==> src/rtl/hws_pkg.sv <==
package hws_pkg;

    typedef enum logic [1:0] {
        ST_RUN   = 2'd0,
        ST_SLEEP = 2'd1,
        ST_DEB   = 2'd2,
        ST_HOLD  = 2'd3
    } hws_state_e;

    localparam logic [7:0] OFS_SLEEP = 8'h20;
    localparam logic [7:0] OFS_DEB   = 8'h24;
    localparam logic [7:0] OFS_HOLD  = 8'h28;

endpackage

==> src/rtl/hws_regs.sv <==
module hws_regs #(
    parameter int ADDR_W   = 8,
    parameter int DATA_W   = 32,
    parameter int DEB_MSB  = 15,
    parameter int HOLD_MSB = 11,
    parameter int GRAN_LSB = 5
) (
    input  logic              clk,
    input  logic              rst_n,
    input  logic              bus_sel,
    input  logic              bus_wr,
    input  logic [ADDR_W-1:0] bus_addr,
    input  logic [DATA_W-1:0] bus_wdata,
    output logic [DATA_W-1:0] bus_rdata,
    output logic              sleep_req,
    output logic [DEB_MSB:0]  deb_lim,
    output logic [HOLD_MSB:0] hold_lim
);
    import hws_pkg::*;

    localparam int DEB_W  = DEB_MSB - GRAN_LSB + 1;
    localparam int HOLD_W = HOLD_MSB - GRAN_LSB + 1;

    logic [DEB_W-1:0]  deb_q;
    logic [HOLD_W-1:0] hold_q;
    logic              hit_sleep, hit_deb, hit_hold;
    logic              wdata_unused;

    assign hit_sleep = (bus_addr == ADDR_W'(OFS_SLEEP));
    assign hit_deb   = (bus_addr == ADDR_W'(OFS_DEB));
    assign hit_hold  = (bus_addr == ADDR_W'(OFS_HOLD));

    assign wdata_unused = ^{bus_wdata[DATA_W-1:DEB_MSB+1], bus_wdata[GRAN_LSB-1:1]};

    always_ff @(posedge clk or negedge rst_n) begin
        if (!rst_n) begin
            deb_q  <= '0;
            hold_q <= '0;
        end else if (bus_sel && bus_wr) begin
            if (hit_deb)  deb_q  <= bus_wdata[DEB_MSB:GRAN_LSB];
            if (hit_hold) hold_q <= bus_wdata[HOLD_MSB:GRAN_LSB];
        end
    end

    assign sleep_req = bus_sel && bus_wr && hit_sleep && bus_wdata[0];
    assign deb_lim   = {deb_q, {GRAN_LSB{1'b0}}};
    assign hold_lim  = {hold_q, {GRAN_LSB{1'b0}}};

    always_comb begin
        bus_rdata = '0;
        if (hit_deb)  bus_rdata[DEB_MSB:0]  = deb_lim;
        if (hit_hold) bus_rdata[HOLD_MSB:0] = hold_lim;
    end


    deb_rd_mask_chk: assert property (@(posedge clk) disable iff (!rst_n)
        hit_deb |-> (bus_rdata[GRAN_LSB-1:0] == '0 && bus_rdata[DATA_W-1:DEB_MSB+1] == '0));


    hold_rd_mask_chk: assert property (@(posedge clk) disable iff (!rst_n)
        hit_hold |-> (bus_rdata[GRAN_LSB-1:0] == '0 && bus_rdata[DATA_W-1:HOLD_MSB+1] == '0));


    sleep_rd_zero_chk: assert property (@(posedge clk) disable iff (!rst_n)
        hit_sleep |-> (bus_rdata == '0));

endmodule

==> src/rtl/hws_count.sv <==
module hws_count #(
    parameter int CNT_W = 16
) (
    input  logic             clk,
    input  logic             rst_n,
    input  logic             clr,
    input  logic             inc,
    output logic [CNT_W-1:0] cnt
);

    always_ff @(posedge clk or negedge rst_n) begin
        if (!rst_n)   cnt <= '0;
        else if (clr) cnt <= '0;
        else if (inc) cnt <= cnt + 1'b1;
    end


    cnt_step_chk: assert property (@(posedge clk) disable iff (!rst_n)
        !clr |=> (cnt == $past(cnt) || cnt == $past(cnt) + 1'b1));


    cnt_restart_chk: assert property (@(posedge clk) disable iff (!rst_n)
        clr |=> (cnt == '0));

endmodule

==> src/rtl/hws_fsm.sv <==
module hws_fsm #(
    parameter int CNT_W = 16
) (
    input  logic             clk,
    input  logic             rst_n,
    input  logic             sleep_req,
    input  logic             wake_n,
    input  logic             tick_en,
    input  logic [CNT_W-1:0] deb_lim,
    input  logic [CNT_W-1:0] hold_lim,
    input  logic [CNT_W-1:0] cnt,
    output logic             cnt_clr,
    output logic             cnt_inc,
    output logic             pwr_en,
    output logic             rst_out_n
);
    import hws_pkg::*;

    hws_state_e state_q, state_d;

    always_ff @(posedge clk or negedge rst_n) begin
        if (!rst_n) state_q <= ST_RUN;
        else        state_q <= state_d;
    end

    always_comb begin
        state_d = state_q;
        cnt_clr = 1'b0;
        cnt_inc = 1'b0;
        unique case (state_q)
            ST_RUN: begin
                cnt_clr = 1'b1;
                if (sleep_req) state_d = ST_SLEEP;
            end
            ST_SLEEP: begin
                cnt_clr = 1'b1;
                if (!wake_n) state_d = ST_DEB;
            end
            ST_DEB: begin
                if (wake_n) begin
                    state_d = ST_SLEEP;
                    cnt_clr = 1'b1;
                end else if (cnt >= deb_lim) begin
                    state_d = ST_HOLD;
                    cnt_clr = 1'b1;
                end else begin
                    cnt_inc = tick_en;
                end
            end
            ST_HOLD: begin
                if (cnt >= hold_lim) begin
                    state_d = ST_RUN;
                    cnt_clr = 1'b1;
                end else begin
                    cnt_inc = tick_en;
                end
            end
            default: state_d = ST_RUN;
        endcase
    end

    always_comb begin
        pwr_en    = 1'b1;
        rst_out_n = 1'b1;
        unique case (state_q)
            ST_RUN:   ;
            ST_SLEEP: pwr_en = 1'b0;
            ST_DEB:   pwr_en = 1'b0;
            ST_HOLD:  rst_out_n = 1'b0;
            default:  ;
        endcase
    end


    off_implies_released_chk: assert property (@(posedge clk) disable iff (!rst_n)
        !pwr_en |-> rst_out_n);


    sleep_entry_chk: assert property (@(posedge clk) disable iff (!rst_n)
        (pwr_en && rst_out_n && sleep_req) |=> !pwr_en);


    deb_abort_chk: assert property (@(posedge clk) disable iff (!rst_n)
        (state_q == ST_DEB && wake_n) |=> (state_q == ST_SLEEP && !pwr_en));


    hold_release_chk: assert property (@(posedge clk) disable iff (!rst_n)
        $rose(rst_out_n) |-> pwr_en);

endmodule

==> src/rtl/hws_sequencer.sv <==
module hws_sequencer #(
    parameter int ADDR_W   = 8,
    parameter int DATA_W   = 32,
    parameter int DEB_MSB  = 15,
    parameter int HOLD_MSB = 11,
    parameter int GRAN_LSB = 5
) (
    input  logic              clk,
    input  logic              rst_n,
    input  logic              tick_en,
    input  logic              bus_sel,
    input  logic              bus_wr,
    input  logic [ADDR_W-1:0] bus_addr,
    input  logic [DATA_W-1:0] bus_wdata,
    output logic [DATA_W-1:0] bus_rdata,
    input  logic              wake_n,
    output logic              pwr_en,
    output logic              rst_out_n
);

    localparam int CNT_W = DEB_MSB + 1;

    logic              sleep_req;
    logic [DEB_MSB:0]  deb_lim;
    logic [HOLD_MSB:0] hold_lim;
    logic [CNT_W-1:0]  hold_lim_ext;
    logic [CNT_W-1:0]  cnt;
    logic              cnt_clr, cnt_inc;

    assign hold_lim_ext = CNT_W'(hold_lim);

    hws_regs #(
        .ADDR_W(ADDR_W), .DATA_W(DATA_W), .DEB_MSB(DEB_MSB),
        .HOLD_MSB(HOLD_MSB), .GRAN_LSB(GRAN_LSB)
    ) u_regs (
        .clk(clk), .rst_n(rst_n), .bus_sel(bus_sel), .bus_wr(bus_wr),
        .bus_addr(bus_addr), .bus_wdata(bus_wdata), .bus_rdata(bus_rdata),
        .sleep_req(sleep_req), .deb_lim(deb_lim), .hold_lim(hold_lim)
    );

    hws_count #(.CNT_W(CNT_W)) u_count (
        .clk(clk), .rst_n(rst_n), .clr(cnt_clr), .inc(cnt_inc), .cnt(cnt)
    );

    hws_fsm #(.CNT_W(CNT_W)) u_fsm (
        .clk(clk), .rst_n(rst_n), .sleep_req(sleep_req), .wake_n(wake_n),
        .tick_en(tick_en), .deb_lim(deb_lim), .hold_lim(hold_lim_ext),
        .cnt(cnt), .cnt_clr(cnt_clr), .cnt_inc(cnt_inc),
        .pwr_en(pwr_en), .rst_out_n(rst_out_n)
    );

endmodule

==> config.mk <==
export PLATFORM = sky130hd
export DESIGN_NAME = hws_sequencer
export DESIGN_NICKNAME = d
export VERILOG_FILES = /design/src/rtl/hws_pkg.sv /design/src/rtl/hws_regs.sv /design/src/rtl/hws_count.sv /design/src/rtl/hws_fsm.sv /design/src/rtl/hws_sequencer.sv
export SDC_FILE = /design/constraint.sdc
export NUM_CORES = 1
export LEC_CHECK = 0
export BUFFER_PORTS_ARGS = -buffer_cell sky130_fd_sc_hd__buf_2
export CAP_MARGIN = 10
export CORE_MARGIN = 3
export CORE_UTILIZATION = 40
export DETAILED_ROUTE_END_ITERATION = 12
export PLACE_DENSITY = 0.62
export SLEW_MARGIN = 20
export SYNTH_ARGS = -nofsm -noshare
export SYNTH_HDL_FRONTEND = slang
export SYNTH_SLANG_ARGS = --single-unit
export TNS_END_PERCENT = 10
==> constraint.sdc <==
create_clock -name clk -period 5.6 [get_ports clk]
set_input_delay 0.84 -clock clk [delete_from_list [all_inputs] [get_ports clk]]
set_output_delay 0.84 -clock clk [all_outputs]
set_load 0.05 [all_outputs]
After elaboration in Yosys (flattened, before gate mapping). Cells that the tools add are included.

Register bits after elaboration: 36. Input bits: 46. Output and inout port bits: 34.

Add/subtract/negate cells: 1. Magnitude comparators: 2. Eq/ne operators: 10. Multiplexer cells: 20. Reduce and logical (&&, ||, !) cells: 10.

Operator list (count): $mux 16 (3); $eq 8x6->1 const B (3); $add 16x1->16 const B (1); $ge 16x12->1 (1); $ge 16x16->1 (1); $mux 12 (1); $mux 2 (5); $mux 1 (8); $pmux 2 s4 (1); $eq 2x2->1 const B (2); $ne 2x2->1 const B (2); $reduce_and 2->1 (2); $reduce_and 4->1 (1); $reduce_or 2->1 (2); $logic_and 1x1->1 (3); $ne 3x2->1 const B (1); $pmux 1 s3 (1); $eq 2x1->1 const B (1); $logic_not 2->1 (1); $ne 2x1->1 const B (1); $pmux 1 s2 (1); $reduce_bool 2->1 (1).

Logic depth before layout (Yosys ltp). Gate-level depths: netlist (run 1).

Word-level depth: 6. Mapped depth: 11. Gate-level depth less buffers: 9.

Hierarchy. From an unflattened synthesis (run 1), not the netlist that was laid out.

Cells, all modules: 314. Area, all modules: 3029.2 um^2.

By module, submodules not included: hws_regs (times used 1, cells an instance 100, area an instance 1114.8 um^2, sequential area each 450.4 um^2); hws_fsm (times used 1, cells an instance 131, area an instance 1038.5 um^2, sequential area each 50.0 um^2); hws_count (times used 1, cells an instance 82, area an instance 872.1 um^2, sequential area each 400.4 um^2); hws_sequencer (times used 1, cells an instance 1, area an instance 3.8 um^2, sequential area each 0.0 um^2).

Least setup slack after synthesis (run 1). OpenSTA, ideal clock, no wires.

Path type: input to output. Start point: input bus_addr[7]. End point: output bus_rdata[10]. Arrival: 2.242 ns. Required time: 4.760 ns. Setup slack: 2.518 ns. Cell stages on the path: 6. Path buffers: 1. Cell sequence: nor4_1 nand3b_1 nor2_1 and2_1 clkbuf_1 a22o_1.

Longest elaborated chain between the ends: 3.

Ends and longest elaborated chain: start, declared (line hws_sequencer.sv:13) `input logic [ADDR_W-1:0] bus_addr,`; $eq 8x6->1 (line hws_regs.sv:30) `assign hit_deb = (bus_addr == ADDR_W'(OFS_DEB));`; $mux 16 (line hws_regs.sv:51) `if (hit_deb) bus_rdata[DEB_MSB:0] = deb_lim;`; $mux 12 * (line hws_regs.sv:52) `if (hit_hold) bus_rdata[HOLD_MSB:0] = hold_lim;`; end, declared (line hws_sequencer.sv:15) `output logic [DATA_W-1:0] bus_rdata,`.

Mark *: on every way between the ends. The rest lies on a longest branch, timed or not.

Final worst setup path (run 1).
Start point: input bus_addr[7]. End point: output bus_rdata[5].

Same word-level chain as after synthesis.

==> metrics, run 1 <==
status=complete, no violations; Mapped Avg Cell Area=8.99 sq um; worst-skew pair later-pin latency=0.29 ns; synth warn=0; vias in the first global route=1,906; hpwl dp=4.03 mm; largest net degree at the start of global routing=37; Post-Syn Area=2520 sq um; Gate Count Post-Synth=280; DRT Pass-1 Iters=4; Clock transition at path regs=0.07 ns; top post-synthesis cells by area=dfrtp_1 (36%), ha_1 (12%), buf_4 (6.6%); CTS buffer count=5; Register Area=901 sq um; Critical Path AT=2.47 ns; slack of the critical path=2.29 ns; routed wire length=5.37 mm; share of layout cells above drive strength 1=20.1%; clock skew=0.00357 ns; CP max FO=8; CORE AREA=5990 sq um; initial antenna violation count=0; Leak=1.36 nW; synth unique cells=43; Final Power=0.000674 W; worst-case clock buffer depth=2; area of the multi-input gates=1390 sq um; VDD IR-drop max=0.000298 V; Critical Path RT=4.76 ns; FILL cells=598; Area Growth Syn to Fin=10.4%; worst hold margin=0.541 ns; crit path time final=3.31 ns; Post-CTS Setup Inserts=0; # DRC=0; GP Congestion=0.775; Initial Util=42.0%; leading area contributor after synthesis=dfrtp_1; global route total overflow=0; WS Path Type=input port to output port; post-layout net count=388; Fmax=302 MHz; via/cell ratio=5.12; first-pass GRT wire length=8.96 mm; Crit. End Element=output port; register area share after synthesis=35.8%; Max-Cap Viols=0; # resized after CTS=0; Max-slew headroom=43.8%; most common cell after layout, fill and taps aside=buf_2; Initial DRC Count=92; Tcrit/Tclk final=59.2%; Worst Min Path Start=u_regs.hold_q[5]; setup TNS=0 ns; Die W=85.3 um; Die Area=7280 sq um; Hold Vio Cnt, Final=0; Detail Route Antenna Nets=0; Final Setup Violations=0; Ports=80; H-tree depth=2; RSZ-0062 raised after global routing=false; # diodes=0; Power Density=243 nW/um^2; R2R Path Start=u_count.cnt[7]; CTS Hold Buffers Added=0; GRT Util Overall=15.6%; vias post-DR=2,019; clock sinks=36; pre-CTS WS=2.29 ns; register bit total from synthesis=36; port buffer count=38; CTS root buf=clkbuf_8; Row Count=28; Worst Max-Slew Pin Slew=0.842 ns; max-slew violations=0; worst hold path class=flop to flop; Wirelength per Cell=13.6 um; Die Y=85.3 um; Worst Setup SP=bus_addr[7]; most frequent cells in the layout=buf_2 (38), dfrtp_1 (36), inv_1 (27); CP startpoint kind=input port; top-area cell type share of the netlist area=35.8%; CTS tree=built
-- sequential cells by signal, indices dropped and copies added (netlist names) --
name and flops:
u_fsm.state_q 2, u_regs.deb_q 11, u_count.cnt 16, u_regs.hold_q 7
-- layer usage --
| layer | track usage (%) | vias to the layer above | routed length (um) |
|---|---|---|---|
| met1 | 20.5 | 950 | 2480 |
| li1 | - | 1016 | - |
| met3 | 3.20 | 7 | 280 |
| met5 | 0 | - | 0 |
| met2 | 25.2 | 46 | 2520 |
| met4 | 5.61 | 0 | 82 |
-- layout make-up --
cell class,count,share of cell area (%)
clock buffers,6,2.97
repair buffers,39,7.12
flip-flops and latches,36,32.4
clock inverters,2,0.360
multi-input cells,209,50.1
inverters,27,3.65
well taps,75,3.38
-- report_power, final --
part | leakage [nW] | switching [W] | internal [W]
sequential | 0.450 | 0.0000110 | 0.000272
combinational | 0.863 | 0.000140 | 0.0000580
clock | 0.0510 | 0.0000952 | 0.0000982
-- path summary, 6_finish.rpt --
kind	slack, ns	cells after the start	endpoint
worst max register to register	2.96	8	u_count.cnt[9]
min in group asynchronous	0.65	1	u_regs.hold_q[3]
worst min-delay path	0.54	1	u_regs.hold_q[5]
worst min register to register	0.54	1	u_regs.hold_q[5]
worst max-delay path	2.29	7	bus_rdata[5]
max in group asynchronous	4.42	1	u_count.cnt[4]
-- critical path: stages --
cell and delay (ns):
buf_2 0.09, nor4_1 0.26, nand3b_1 0.16, nor2_1 0.28, and2_1 0.39, a22o_1 0.18, buf_2 0.26
-- synthesized netlist by cell type --
cell type / n
or2_2: 1
nor2_1: 15
nand4_1: 6
nor4_1: 2
a21o_1: 1
inv_1: 27
or3_1: 6
dfrtp_1: 36
o21ai_1: 5
o41ai_1: 2
o211ai_1: 1
nand3_1: 7
nor4b_1: 1
o21ai_0: 15
conb_1: 1
or4_4: 2
nor2b_1: 3
nand3b_1: 4
a221o_1: 1
buf_2: 2
and3_1: 7
nor3b_2: 1
mux2_2: 8
o31ai_1: 4
or4_1: 2
nand3b_4: 1
a21oi_2: 3
nor3_1: 2
xnor2_1: 4
and2_1: 3
a2bb2oi_1: 1
a21oi_1: 16
a22o_1: 7
buf_6: 1
nand2_1: 26
clkbuf_1: 3
and2_4: 1
buf_4: 22
ha_1: 24
nand2b_1: 1
a21boi_0: 1
o311a_1: 1
a211oi_1: 3
-- through the flow --
stage / area, sq um / util, % / instances
floorplan: 2590 / - / 300
finish: 2780 / 46.4 / 394
CTS: 2780 / 46.4 / 394
global route: 2780 / 46.4 / 394
global placement: 2690 / 44.8 / 386
detailed placement: 2690 / 44.8 / 386
-- logic make-up after synthesis --
kind of cell | share of synthesized area, %
adder cells (fa/ha/maj) | 11.9
AND/OR/NAND/NOR | 19.8
buffers and inverters | 11.9
other | 0.149
multiplexers | 3.58
AO/OA/AOI/OAI | 15.5
XOR/XNOR | 1.39
flip-flops | 35.8
No activity file was read; power rests on OpenSTA's default activity.
==> run 2: changes to the inputs <==
--- a/config.mk
+++ b/config.mk
@@ -5,12 +5,13 @@
 export SDC_FILE = /design/constraint.sdc
 export NUM_CORES = 1
 export LEC_CHECK = 0
+export ABC_AREA = 1
 export BUFFER_PORTS_ARGS = -buffer_cell sky130_fd_sc_hd__buf_2
 export CAP_MARGIN = 10
 export CORE_MARGIN = 3
 export CORE_UTILIZATION = 40
 export DETAILED_ROUTE_END_ITERATION = 12
-export PLACE_DENSITY = 0.62
+export PLACE_DENSITY = 0.61
 export SLEW_MARGIN = 20
 export SYNTH_ARGS = -nofsm -noshare
 export SYNTH_HDL_FRONTEND = slang
==> constraint.sdc (replaced) <==
create_clock -name clk -period 3.3 [get_ports clk]
set_input_delay 0.495 -clock clk [delete_from_list [all_inputs] [get_ports clk]]
set_output_delay 0.495 -clock clk [all_outputs]
set_load 0.05 [all_outputs]
==> run 2 against run 1 <==
  * Power is 83% higher
  * Clock power increased by 70%
  * Combinational power up 110%
  * Worst hold slack worse by 0.24 ns
  * Sequential power up 72%
  * Largest cell class unchanged
==> metrics, run 2 <==
Power Density=409 nW/um^2 (+68%); crit path to=bus_rdata[5]; first-pass GRT wire length=10.1 mm (+13%); Max-slew headroom=44.9% (+1.1 points); GP Congestion=0.828 (+7.0%); Max-Cap Viols=0 (unchanged); worst reg2reg path depth=12 (+4); worst hold path class=input port to asynchronous set/reset pin; Top Registers=u_count.cnt (16), u_regs.deb_q (11), u_regs.hold_q (7); setup TNS=0 ns (unchanged); synth warn=0 (unchanged); Largest register FFs=16 (unchanged); global route total overflow=0 (unchanged); most frequent cells in the layout=nand2_1 (90), inv_1 (53), nand3_1 (44); Adder-Cell Fraction of Synth Area=10.8% (-1.1 points); sequential share of power=39.4% (-2.6 points); post-layout net count=484 (+25%); top post-synthesis cells by area=dfrtp_1 (32%), nand2_1 (12%), ha_1 (11%); GRT Util Overall=16.1% (+0.58 points); Area Growth Syn to Fin=8.69%; DRT Pass-1 Iters=4 (unchanged); ys flop type=dfrtp_1; WS Path Type=input port to output port; Synth Area in Simple Gates=30.0% (+10 points); area of the multi-input gates=1520 sq um (+9.1%); synth cell count leaders=nand2_1 (90), inv_1 (53), nand3_1 (44); leading area contributor after synthesis=dfrtp_1; vias in the first global route=2,183 (+15%); Wirelength per Cell=12.0 um (-12%); Hold Vio Cnt, Final=0 (unchanged); dpl cells=484 (+25%); Critical Path RT=2.80 ns (-1.96 ns); Gate Count Post-Synth=378 (+35%); Final Setup Violations=0 (unchanged); crit path time final=2.59 ns; vias post-DR=2,326 (+15%); worst-case clock buffer depth=2 (unchanged); synth unique cells=31 (-28%); Psw=0.000504 W (+100%); top-area cell type share of the netlist area=32.4% (-3.4 points); Clock transition at path regs=0.07 ns (about the same); Tcrit/Tclk final=78.6%; Synth Area in XOR/XNOR=4.10% (+2.7 points); CTS tree=built; VDD IR-drop max=0.000489 V (+64%); Crit. End Element=output port; number of synthesized flops with an enable pin=0 (unchanged); Clock power frac=26.6% (-2.1 points); register area share after synthesis=32.4% (-3.4 points); Die Y=89.3 um (+4.7%); worst-skew pair later-pin latency=0.29 ns (about the same); status=complete, no violations; H-tree depth=2 (unchanged); main combinational cell family by area after synthesis=simple AND/OR/NAND/NOR gates; clock sinks=36 (unchanged); worst reg2reg endpoint=u_count.cnt[7]; initial antenna violation count=0 (unchanged); Critical Path AT=2.10 ns (-0.37 ns); Initial DRC Count=99 (+7.6%); max-slew violations=0 (unchanged); share of layout cells above drive strength 1=15.4% (-4.6 points); Ports=80 (unchanged); CTS buffer count=5 (unchanged); # DRC=0 (unchanged); Register Area=901 sq um (unchanged); Worst Setup SP=bus_addr[4]; placed cell area=2930 sq um (+9.0%); mux cell area share after synthesis=0% (-3.6 points); Fmax=386 MHz; hpwl dp=4.51 mm (+12%); CTS Hold Buffers Added=0 (unchanged); setup slack, reg-to-reg=1.20 ns (-1.76 ns); FILL cells=684 (+14%); register bit total from synthesis=36 (unchanged); most common cell after layout, fill and taps aside=nand2_1; # diodes=0 (unchanged); asr flop ratio synth=100% (unchanged); CTS root buf=clkbuf_8; top-count cell post-synth=nand2_1; port buffer count=38 (unchanged); Die W=89.3 um (+4.7%); internal cell power=0.000730 W (+71%); CP max FO=12 (+4); compound-cell area share of the yosys netlist=6.89% (-8.6 points); largest register by flop count=u_count.cnt; Die Area=7980 sq um (+9.6%); Initial Util=42.5% (+0.53 points); CORE AREA=6530 sq um (+9.0%); clock skew=0.00276 ns (-0.000808 ns); Row Count=29 (+3.6%); largest net degree at the start of global routing=37 (unchanged); via/cell ratio=4.73 (-7.7%); switching share of power=40.8% (+4.3 points); RSZ-0062 raised after global routing=false; CP startpoint kind=input port; Post-CTS Setup Inserts=0 (unchanged); routed wire length=5.90 mm (+9.9%); Detail Route Antenna Nets=0 (unchanged); Final Power=0.00123 W (+83%); Post-Syn Area=2780 sq um (+10%); # resized after CTS=0 (unchanged); cell area after layout=3020 sq um (+8.7%); Post-Layout Cell Count=492 (+25%); Mapped Avg Cell Area=7.35 sq um (-18%); Leak=1.77 nW (+30%); Logic pwr share=34.0% (+4.7 points); R2R Path Start=u_count.cnt[9]; Worst Max-Slew Pin Slew=0.827 ns (-0.0158 ns)
run 2: cell count changes in the layout (fill, tap and decap cells not counted), sizes merged, moves of 8 or more:
cell and change:
mux2 -8, nand3 +38, xor2 +12, inv +30, a21oi -14, nor2 +14, nand2 +69
run 2: worst max-delay path, stage by stage:
cell and delay, ns:
buf_2 0.11, nor4b_4 0.34, nand4_1 0.50, o22ai_1 0.35, buf_2 0.30
run 2: kinds of logic (layout without fill, tap and decap cells):
family / after synthesis / after routing
AOI/OAI and AO/OA: 33 / 33
and+or+nand+nor: 184 / 184
adders and majority gates: 24 / 24
other: 1 / 21
DFF: 36 / 36
xor gates and xnor gates: 13 / 13
buffers and inverters: 87 / 104
run 2: how the worst min path moves through the flow:
stage | endpoint | cells after the start
after floorplan | u_count.cnt[0] | 0
after global placement | u_count.cnt[1] | 2
after detailed placement | u_regs.hold_q[3] | 2
after CTS | u_count.cnt[0] | 1
after global routing | u_count.cnt[5] | 1
final | u_count.cnt[5] | 1
run 2: power groups by stage:
| stage | Sequential (W) | Clock [W] | Combinational (W) |
|---|---|---|---|
| final | 0.000487 | 0.000328 | 0.000419 |
| after global routing | 0.000490 | 0.000356 | 0.000470 |
| after CTS | 0.000486 | 0.000344 | 0.000422 |
| after detailed placement | 0.000495 | 0 | 0.000420 |
| after global placement | 0.000495 | 0 | 0.000414 |
| after floorplan | 0.000489 | 0 | 0.000384 |
run 2: area by class of cell:
class                           instances  share of cell area [%]
Sequential cell                        36                    29.8
Tap cell                               77                    3.19
Inverter                               57                    7.09
Timing Repair Buffer                   39                    6.55
Multi-Input combinational cell        275                    50.3
Clock buffer                            6                    2.74
Clock inverter                          2                   0.332
run 2: per-layer routing:
| metal | global-route usage, % | routed length, um |
|---|---|---|
| met1 | 21.4 | 2780 |
| met2 | 26.9 | 2670 |
| met3 | 2.58 | 352 |
| met4 | 5.01 | 95 |
| met5 | 0 | 0 |
run 2: per-stage QoR:
| step | utilization, % | hold slack [ns] | setup WS, ns |
|---|---|---|---|
| after global placement | 44.8 | 0.525 | 0.698 |
| after detailed placement | 44.8 | 0.527 | 0.671 |
| final | 46.2 | 0.305 | 0.707 |
| after global routing | 46.2 | 0.381 | 0.469 |
| after CTS | 46.2 | 0.340 | 0.666 |
| after floorplan | - | 0.199 | 0.841 |
==> run 3: changes to the inputs <==
==> constraint.sdc (replaced) <==
create_clock -name clk -period 2.5 [get_ports clk]
set_input_delay 0.375 -clock clk [delete_from_list [all_inputs] [get_ports clk]]
set_output_delay 0.375 -clock clk [all_outputs]
set_load 0.05 [all_outputs]
==> run 3 against run 2 <==
  * Die area unchanged
  * Final cell count up 0.20%
  * Largest cell class unchanged
  * Via count up 2.3%
  * Sequential cell count unchanged
  * Worst setup slack worse by 0.34 ns
  * Sequential power up 32%
==> metrics, run 3 (synthesis results as in run 2) <==
VDD IR-drop max=0.000717 V (+47%); Critical Path AT=2.36 ns (+0.26 ns); Detail Route Antenna Nets=0 (unchanged); Critical Path RT=2.72 ns (-0.08 ns); post-layout net count=485 (+0.21%); # DRC=0 (unchanged); max-slew violations=0 (unchanged); GP Congestion=0.819 (-1.1%); Initial Util=42.5% (unchanged); Initial DRC Count=125 (+26%); Clock transition at path regs=0.07 ns (about the same); port buffer count=38 (unchanged); vias in the first global route=2,329 (+6.7%); Top Registers=u_count.cnt (16), u_regs.deb_q (11), u_regs.hold_q (7); Final Setup Violations=0 (unchanged); Wirelength per Cell=12.4 um (+3.1%); R2R Path Start=u_count.cnt[9]; Die W=89.3 um (unchanged); clock skew=0.00539 ns (+0.00263 ns); vias post-DR=2,380 (+2.3%); setup slack, reg-to-reg=0.37 ns (-0.83 ns); global route total overflow=0 (unchanged); worst-case clock buffer depth=2 (unchanged); routed wire length=6.09 mm (+3.3%); slowest CP cell=dfrtp_1; CTS tree=built; Tcrit/Tclk final=85.2%; CP max FO=32 (+20); most frequent CP cell=nand2_1; Post-CTS Setup Inserts=0 (unchanged); Area Growth Syn to Fin=8.87%; Buf+Inv Stages, Crit Path=1 (-1); Fmax=469 MHz; first-pass GRT wire length=10.6 mm (+4.7%); CP cell instances=ha_1 -> nand2_1 -> nand2_1 -> nand2_1 -> nand2_1 -> a21oi_2 -> nand3_1 -> nand2_1 -> nand2_1 -> inv_2 -> nand3_1 -> nand2_1; DRT Pass-1 Iters=4 (unchanged); most common cell after layout, fill and taps aside=nand2_1; CTS buffer count=5 (unchanged); CP startpoint kind=flop; Crit path largest cell delay=0.47 ns (-0.03 ns); Register Area=901 sq um (unchanged); hpwl dp=4.64 mm (+2.9%); WS Path Type=flop to flop; Max-slew headroom=43.5% (-1.4 points); GRT Util Overall=16.8% (+0.70 points); # diodes=0 (unchanged); Top delay family on crit path=simple AND/OR/NAND/NOR gates; RSZ-0062 raised after global routing=false; cell area after layout=3020 sq um (+0.17%); initial antenna violation count=0 (unchanged); Power Density=542 nW/um^2 (+33%); Ports=80 (unchanged); worst reg2reg path depth=12 (unchanged); Die Y=89.3 um (unchanged); Row Count=29 (unchanged); largest net degree at the start of global routing=37 (unchanged); Largest register FFs=16 (unchanged); area of the multi-input gates=1520 sq um (unchanged); H-tree depth=2 (unchanged); CTS root buf=clkbuf_8; Die Area=7980 sq um (unchanged); most frequent cells in the layout=nand2_1 (90), inv_1 (53), nand3_1 (44); via/cell ratio=4.83 (+2.1%); FILL cells=693 (+1.3%); Max-Cap Viols=0 (unchanged); status=complete, no violations; CORE AREA=6530 sq um (unchanged); setup TNS=0 ns (unchanged); placed cell area=2930 sq um (+0.26%); Crit. End Element=flop; largest register by flop count=u_count.cnt; share of layout cells above drive strength 1=15.1% (-0.28 points); crit path time final=2.13 ns; Hold Vio Cnt, Final=0 (unchanged); worst-skew pair later-pin latency=0.29 ns (about the same); Worst Max-Slew Pin Slew=0.847 ns (+0.0206 ns); clock sinks=36 (unchanged); # resized after CTS=0 (unchanged); worst hold path class=input port to asynchronous set/reset pin; worst reg2reg endpoint=u_count.cnt[6]; Leak=1.77 nW (about the same); CTS Hold Buffers Added=0 (unchanged)
-- run 3: cell types whose count changed in the layout (fill, tap and decap cells not counted) --
cell      delta
clkinv_2     -2
clkbuf_1     +2
buf_4        +1
-- run 3: worst max path at each step --
stage | startpoint | to | slack, ns | cells past startpoint
after floorplan | bus_addr[4] | bus_rdata[10] | 0.28 | 4
after global placement | u_count.cnt[9] | u_count.cnt[13] | 0.46 | 12
after detailed placement | u_count.cnt[9] | u_count.cnt[10] | 0.39 | 12
after CTS | u_count.cnt[10] | u_count.cnt[6] | 0.37 | 12
after global routing | u_count.cnt[10] | u_count.cnt[6] | 0.09 | 12
final | u_count.cnt[9] | u_count.cnt[6] | 0.37 | 12
-- run 3: report_power, final --
group	leakage [nW]	internal, W	switching, W
Combinational	1.31	0.000131	0.000431
Sequential	0.411	0.000614	0.0000289
Clock	0.0455	0.000225	0.000209
-- run 3: routing by layer --
| layer | routed length (um) | vias to the layer above | track usage, % |
|---|---|---|---|
| met4 | 70 | 0 | 4.87 |
| li1 | - | 1233 | - |
| met2 | 2850 | 64 | 28.4 |
| met1 | 2860 | 1078 | 22.3 |
| met5 | 0 | - | 0 |
| met3 | 311 | 5 | 2.58 |
-- run 3: per-stage QoR --
| step | std cells | hold slack, ns | util (%) | total power, W | setup WS (ns) |
|---|---|---|---|---|---|
| global route | 493 | 0.255 | 46.3 | 0.00175 | 0.0860 |
| global placement | 485 | 0.525 | 44.9 | 0.00120 | 0.459 |
| CTS | 493 | 0.219 | 46.3 | 0.00166 | 0.372 |
| floorplan | 398 | 0.0794 | - | 0.00115 | 0.281 |
| detailed placement | 485 | 0.531 | 44.9 | 0.00122 | 0.389 |
| finish | 493 | 0.192 | 46.3 | 0.00164 | 0.370 |
-- run 3: cell type report --
class                      instances  share of cell area (%)
clock buffer                       8                    2.98
inverter                          57                    7.07
timing repair buffer              40                    6.79
sequential                        36                    29.8
multi-input combinational        275                    50.2
tap                               77                    3.19
-- run 3: worst reg2reg max path: stages, from the launching register on --
cell and delay, ns:
dfrtp_1 0.47, ha_1 0.33, nand2_1 0.07, nand2_1 0.05, nand2_1 0.06, nand2_1 0.06
a21oi_2 0.20, nand3_1 0.09, nand2_1 0.07, nand2_1 0.06, inv_2 0.37, nand3_1 0.16
nand2_1 0.09
